### config.mk
export PLATFORM = sky130hd
export DESIGN_NAME = tri_clk_divider
export DESIGN_NICKNAME = d
export VERILOG_FILES = /design/src/rtl/tri_clk_divider.sv
export SDC_FILE = /design/constraint.sdc
export NUM_CORES = 1
export LEC_CHECK = 0
export BUFFER_PORTS_ARGS = -buffer_cell sky130_fd_sc_hd__buf_2
export CAP_MARGIN = 5
export CELL_PAD_IN_SITES_DETAIL_PLACEMENT = 0
export CELL_PAD_IN_SITES_GLOBAL_PLACEMENT = 1
export CORE_MARGIN = 2
export CORE_UTILIZATION = 30
export CTS_CLUSTER_DIAMETER = 40
export DETAILED_ROUTE_END_ITERATION = 12
export GPL_TIMING_DRIVEN = 0
export PLACE_DENSITY = 0.66
export SETUP_SLACK_MARGIN = 0.5
export SLEW_MARGIN = 15
export SYNTH_ARGS = -nofsm -noshare
export SYNTH_HDL_FRONTEND = slang
export SYNTH_SLANG_ARGS = --single-unit
### constraint.sdc
create_clock -name clk_i -period 11.4 [get_ports clk_i]
set_input_delay 1.14 -clock clk_i [delete_from_list [all_inputs] [get_ports clk_i]]
set_output_delay 1.14 -clock clk_i [all_outputs]
set_load 0.1 [all_outputs]
### src/rtl/tri_clk_divider.sv
module tri_clk_divider #(
  parameter int NOUT        = 3,
  parameter int CODE_W      = 3,
  parameter int DW          = 32,
  parameter int CODE_STRIDE = 8,
  parameter int EN_LSB      = 24,
  parameter int ACK_GAP     = 4
) (
  input  logic          clk_i,
  input  logic          rst_ni,
  input  logic          wr_en_i,
  input  logic [DW-1:0] wr_data_i,
  output logic [DW-1:0] rd_data_o,
  output logic [NOUT-1:0] div_clk_o
);
  localparam int MAXSH   = (1 << CODE_W) - 2;
  localparam int CNT_W   = (MAXSH < 1) ? 1 : MAXSH;
  localparam int ACK_LSB = EN_LSB + ACK_GAP;

  logic [NOUT-1:0][CODE_W-1:0] code_q;
  logic [NOUT-1:0]             en_q;
  logic [NOUT-1:0]             ack;

  always_ff @(posedge clk_i or negedge rst_ni) begin
    if (!rst_ni) begin
      code_q <= '0;
      en_q   <= '0;
    end else if (wr_en_i) begin
      for (int i = 0; i < NOUT; i++) begin
        code_q[i] <= wr_data_i[i*CODE_STRIDE +: CODE_W];
        en_q[i]   <= wr_data_i[EN_LSB+i];
      end
    end
  end

  always_comb begin
    rd_data_o = '0;
    for (int i = 0; i < NOUT; i++) begin
      rd_data_o[i*CODE_STRIDE +: CODE_W] = code_q[i];
      rd_data_o[EN_LSB+i]  = en_q[i];
      rd_data_o[ACK_LSB+i] = ack[i];
    end
  end

  for (genvar g = 0; g < NOUT; g++) begin : g_ch
    logic              s1, s2, aen, sen, ph, ph_nxt, pend;
    logic [CODE_W-1:0] acode, scode, sh;
    logic [CNT_W-1:0]  cnt, cnt_nxt, lim;
    logic [CNT_W:0]    nper;

    assign sh      = (acode == '0) ? '0 : acode - 1'b1;
    assign nper    = (CNT_W+1)'(1) << sh;
    assign lim     = CNT_W'(nper - 1'b1);
    assign cnt_nxt = (cnt == lim) ? '0 : cnt + 1'b1;
    assign ph_nxt  = (sh != '0) && ({1'b0, cnt_nxt} >= (nper >> 1));
    assign pend    = (aen != sen) || (acode != scode);

    always_ff @(posedge clk_i or negedge rst_ni) begin
      if (!rst_ni) begin
        s1 <= 1'b0; s2 <= 1'b0; sen <= 1'b0; scode <= '0;
        cnt <= '0;  ph <= 1'b0;
      end else begin
        s1 <= en_q[g];
        s2 <= s1;
        if (pend) begin
          sen <= aen; scode <= acode; cnt <= '0; ph <= 1'b0;
        end else if (aen && sh != '0) begin
          cnt <= cnt_nxt; ph <= ph_nxt;
        end else begin
          cnt <= '0; ph <= 1'b0;
        end
      end
    end

    always_ff @(negedge clk_i or negedge rst_ni) begin
      if (!rst_ni) begin
        aen   <= 1'b0;
        acode <= '0;
      end else if (!ph && (s2 != aen || code_q[g] != acode)) begin
        aen   <= s2;
        acode <= code_q[g];
      end
    end

    assign ack[g]       = aen;
    assign div_clk_o[g] = aen & ((sh == '0) ? clk_i : ph);
  end
endmodule

## Word level (Yosys, flattened, before mapping)

Cells that the tools add are included.

- $lt $le $gt $ge: 3
- Reductions and logical operators: 27
- Div/mod/pow operators: 0
- Multiply operators: 0
- Shifts and indexed selects: 3
- Mux-type cells: 21
- Eq/ne operators: 15
- Add/subtract/negate cells: 9
- Bitwise gates (word level): 3

Operators by type and width:

| operator | number |
|---|---|
| 6-bit two-way mux | 9 |
| 1-bit by 3-bit left shift with 7-bit output (first input constant) | 3 |
| 6-bit by 1-bit adder with 6-bit output (second input constant) | 3 |
| 6-bit == test | 3 |
| 6-bit >= comparator | 3 |
| 3-bit logical NOT | 6 |
| 3-bit inequality test | 6 |
| 6-bit by 1-bit subtractor with 6-bit output (second input constant) | 3 |
| 1-bit logical AND | 9 |
| 1-bit two-way mux | 9 |
| 3-bit two-way mux | 3 |
| 3-bit nonzero test | 3 |
| 3-bit by 1-bit subtractor with 3-bit output (second input constant) | 3 |
| 1-bit logical OR | 6 |
| 1-bit inequality test | 6 |
| 1-bit AND | 3 |
| 1-bit logical NOT | 3 |

- Latch bits: 0
- Memories: 0
- Memory bits (read-only): 0
- Word-level logic and storage cells: 109
- Output and inout bits: 35
- Memory bits (writable): 0
- Register bits: 63

## Logic depth before layout (Yosys ltp)

- Depth after elaboration: 10
- Depth in mapped cells: 23
- Depth with buffers taken out: 20

==> results by group <==
Critical path
  • Critical path class: reg -> reg
  • Most Frequent Cell on Critical Path: ha_1
  • Worst path required time: 11.73 ns
  • Max incr delay on CP: 0.44 ns
  • Crit path from: g_ch[0].acode[1]$_DFFE_NN0P_
  • Crit path capture type: flip-flop
  • R2R Setup Slk: 1.06 ns
  • Critical path cell sequence: buf_4 > nor2_1 > inv_1 > ha_1 > buf_2 > a211oi_2 > inv_1 > ha_1 > nand2_1 > nor3b_4 > o41ai_4 > nand3_1 > a2111oi_4 > buf_6 > or2_1 > ha_1 > nand2b_1 > a21o_1 > a21oi_1 > nor2b_1 > o21ai_0 > a21oi_1
  • CP max FO: 10
  • CP max stage cell: a211oi_2
  • R2R Path Start: g_ch[0].acode[1]$_DFFE_NN0P_
  • WP data arrival: 10.67 ns
  • Worst Setup Start Kind: flip-flop

Clock tree
  • Post-cts resize count: 0
  • Post-CTS setup buffers: 0
  • Post-cts hold buffer count: 0
  • Worst-Skew Late Latency: 0.47 ns
  • Worst-path clk slew: 0.05 ns
  • CTS tree: done

Timing
  • Fin. Hold Viols: 0
  • Final WS setup: 1.06 ns
  • Worst Tran Pin Value: 1.02 ns
  • Slew Viols, Final: 0
  • Final Setup Violations: 0
  • Setup TNS: 0 ns
  • WHS: 0.345 ns
  • RSZ-0062 raised after global routing: no
  • Clk_skew: 0.0290 ns
  • Max-slew headroom: 31.4%

Die
  • Initial Utilization: 30.9%
  • Row cnt: 42
  • Core ar.: 0.0133 sq mm
  • IO Pins: 70
  • Die Span X: 121 um
  • Die area: 0.0147 sq mm
  • Die height: 121 um

Logic synthesis
  • Synth cell types: 50
  • Post-synthesis cell area: 0.00413 sq mm
  • Synth Flop Type: dfrtp_1
  • Yosys reg bits: 63
  • Post-synth EDFFs: 0
  • Post-Syn Area per Cell: 10.2 sq um
  • Synth async-reset ratio: 100%
  • Cells after Synth: 406
  • Syn. warnings: 0
  • Sequential share of the synthesized area: 38.2%

Placed design
  • Dpl cell area: 0.00459 sq mm
  • Detailed-placement wirelength estimate: 6230 um
  • Gpl congestion: 0.801
  • IO Port Bufs: 32
  • Worst Setup Slack post-DPL: 1.09 ns
  • Dpl cells: 631

Final layout
  • Finished layout cell area: 0.00498 sq mm
  • Most common cell after layout, fill and taps aside: dfrtp_1
  • Most frequent cells in the layout: dfrtp_1 (51), buf_2 (40), ha_1 (30)
  • Layout cells sized above 1: 27.3%
  • Finished Layout Cells: 652
  • Area Growth Syn to Fin: 20.6%
  • N_diodes: 0
  • Fin nets: 535

Detailed routing
  • First-pass detailed-route iteration total: 4
  • Routed len/inst: 12.9 um
  • Initial DRC Count: 93
  • Final ANT Viol Nets: 0
  • Total wire length: 8390 um
  • Via density: 4.54
  • DRC: 0
  • Vias post-DR: 2960

Outcome
  • Status: finished clean

Pwr
  • Power Density: 167 mW/mm^2
  • Maximum resistive drop on vdd: 0.103 mV
  • P_leak: 0.00231 uW

Hold path
  • HP Class: reg -> reg
  • Hold_sp: g_ch[2].s1$_DFF_PN0_

GRT
  • GRT Residual Overflow: 0
  • Vias in the first global route: 2997
  • Gr usage total: 12.6%
  • Initial antenna violation count: 0
  • Largest net degree at the start of global routing: 34
  • First-pass GRT wire length: 14200 um

Flow run
  • Max_cap viols: 0
[worst paths after layout]
check                                          endpoint  cells past startpoint
max reg2reg                        g_ch[0].ph$_DFF_PN0_                     22
min                                g_ch[2].s2$_DFF_PN0_                      0
min in group asynchronous      g_ch[2].cnt[1]$_DFF_PN0_                      1
max in group asynchronous  g_ch[1].acode[0]$_DFFE_NN0P_                      2
min reg2reg                        g_ch[2].s2$_DFF_PN0_                      0
max                                g_ch[0].ph$_DFF_PN0_                     22
[synthesized netlist by cell type, types with 3 or more instances]
library cell	n	share of area [%]
inv_1	18	1.6
xnor2_1	20	4.2
nand2_1	16	1.5
o211ai_1	5	0.91
mux2_2	24	6.6
clkbuf_1	12	1.1
nor2_1	22	2.0
dfrtn_1	12	7.3
nand2b_1	12	1.8
mux2i_1	3	0.73
and3_1	3	0.46
xor2_1	21	4.5
nor3_1	4	0.49
buf_4	25	4.5
a21o_1	8	1.5
nor2b_1	15	2.3
or2_1	4	0.61
nor3b_1	10	1.8
o21ai_0	8	0.97
dfrtp_1	51	31
ha_1	30	9.1
a21oi_1	16	1.9
buf_2	9	1.1
buf_6	3	0.82
nand3_1	23	2.8
[registers in the layout, summed over array words and instances (netlist names)]
name	count
g_ch.cnt	18
g_ch.acode	9
g_ch.scode	9
rd_data_o	9
en_q	3
g_ch.aen	3
g_ch.ph	3
g_ch.s1	3
g_ch.s2	3
g_ch.sen	3
[cells by family after synthesis]
family                   share of synthesized area, %
AO/OA/AOI/OAI                                    9.58
XOR/XNOR                                         8.71
adder cells (fa/ha/maj)                          9.10
buffers and inverters                            9.28
flip-flops                                       38.2
multiplexers                                     7.28
other                                          0.0909
AND/OR/NAND/NOR                                  17.7
[per-stage QoR]
stage | util (%) | power [uW]
6_report | 37.3 | 831
4_1_cts | 37.3 | 848
2_1_floorplan | - | 459
3_5_place_dp | 34.4 | 501
3_3_place_gp | 34.2 | 496
5_1_grt | 37.3 | 879
[report_power, final]
part | leakage, uW | internal [uW] | switching [uW]
Combinational | 0.00131 | 74.0 | 149
Clock | 0.000215 | 218 | 137
Sequential | 0.000784 | 242 | 11.8
[critical path, delay by kind of cell (launching register included)]
| family | cells | cell delay, ns |
|---|---|---|
| compound gates | 7 | 1.75 |
| simple gates | 7 | 0.95 |
| buf+inv | 5 | 0.73 |
| fa+ha+maj | 3 | 0.69 |
| flops | 1 | 0.36 |
[area by class of cell]
type | instances | area (sq um)
Multi-Input combinational cell | 291 | 2230
Fill cell | 1357 | 8370
Sequential cell | 63 | 1580
Clock buffer | 17 | 354
Inverter | 18 | 67.6
Clock inverter | 7 | 48.8
Buffer | 50 | 315
Tap cell | 176 | 220
Timing Repair Buffer | 30 | 168
[routing by layer]
metal,up-vias,track usage [%],share of wire (%)
li1,1458,-,-
met4,0,5.89,2.0
met1,1414,15.5,46
met5,-,0,0
met3,18,5.59,6.3
met2,70,18.8,46
(Power assumes the default switching activity.)
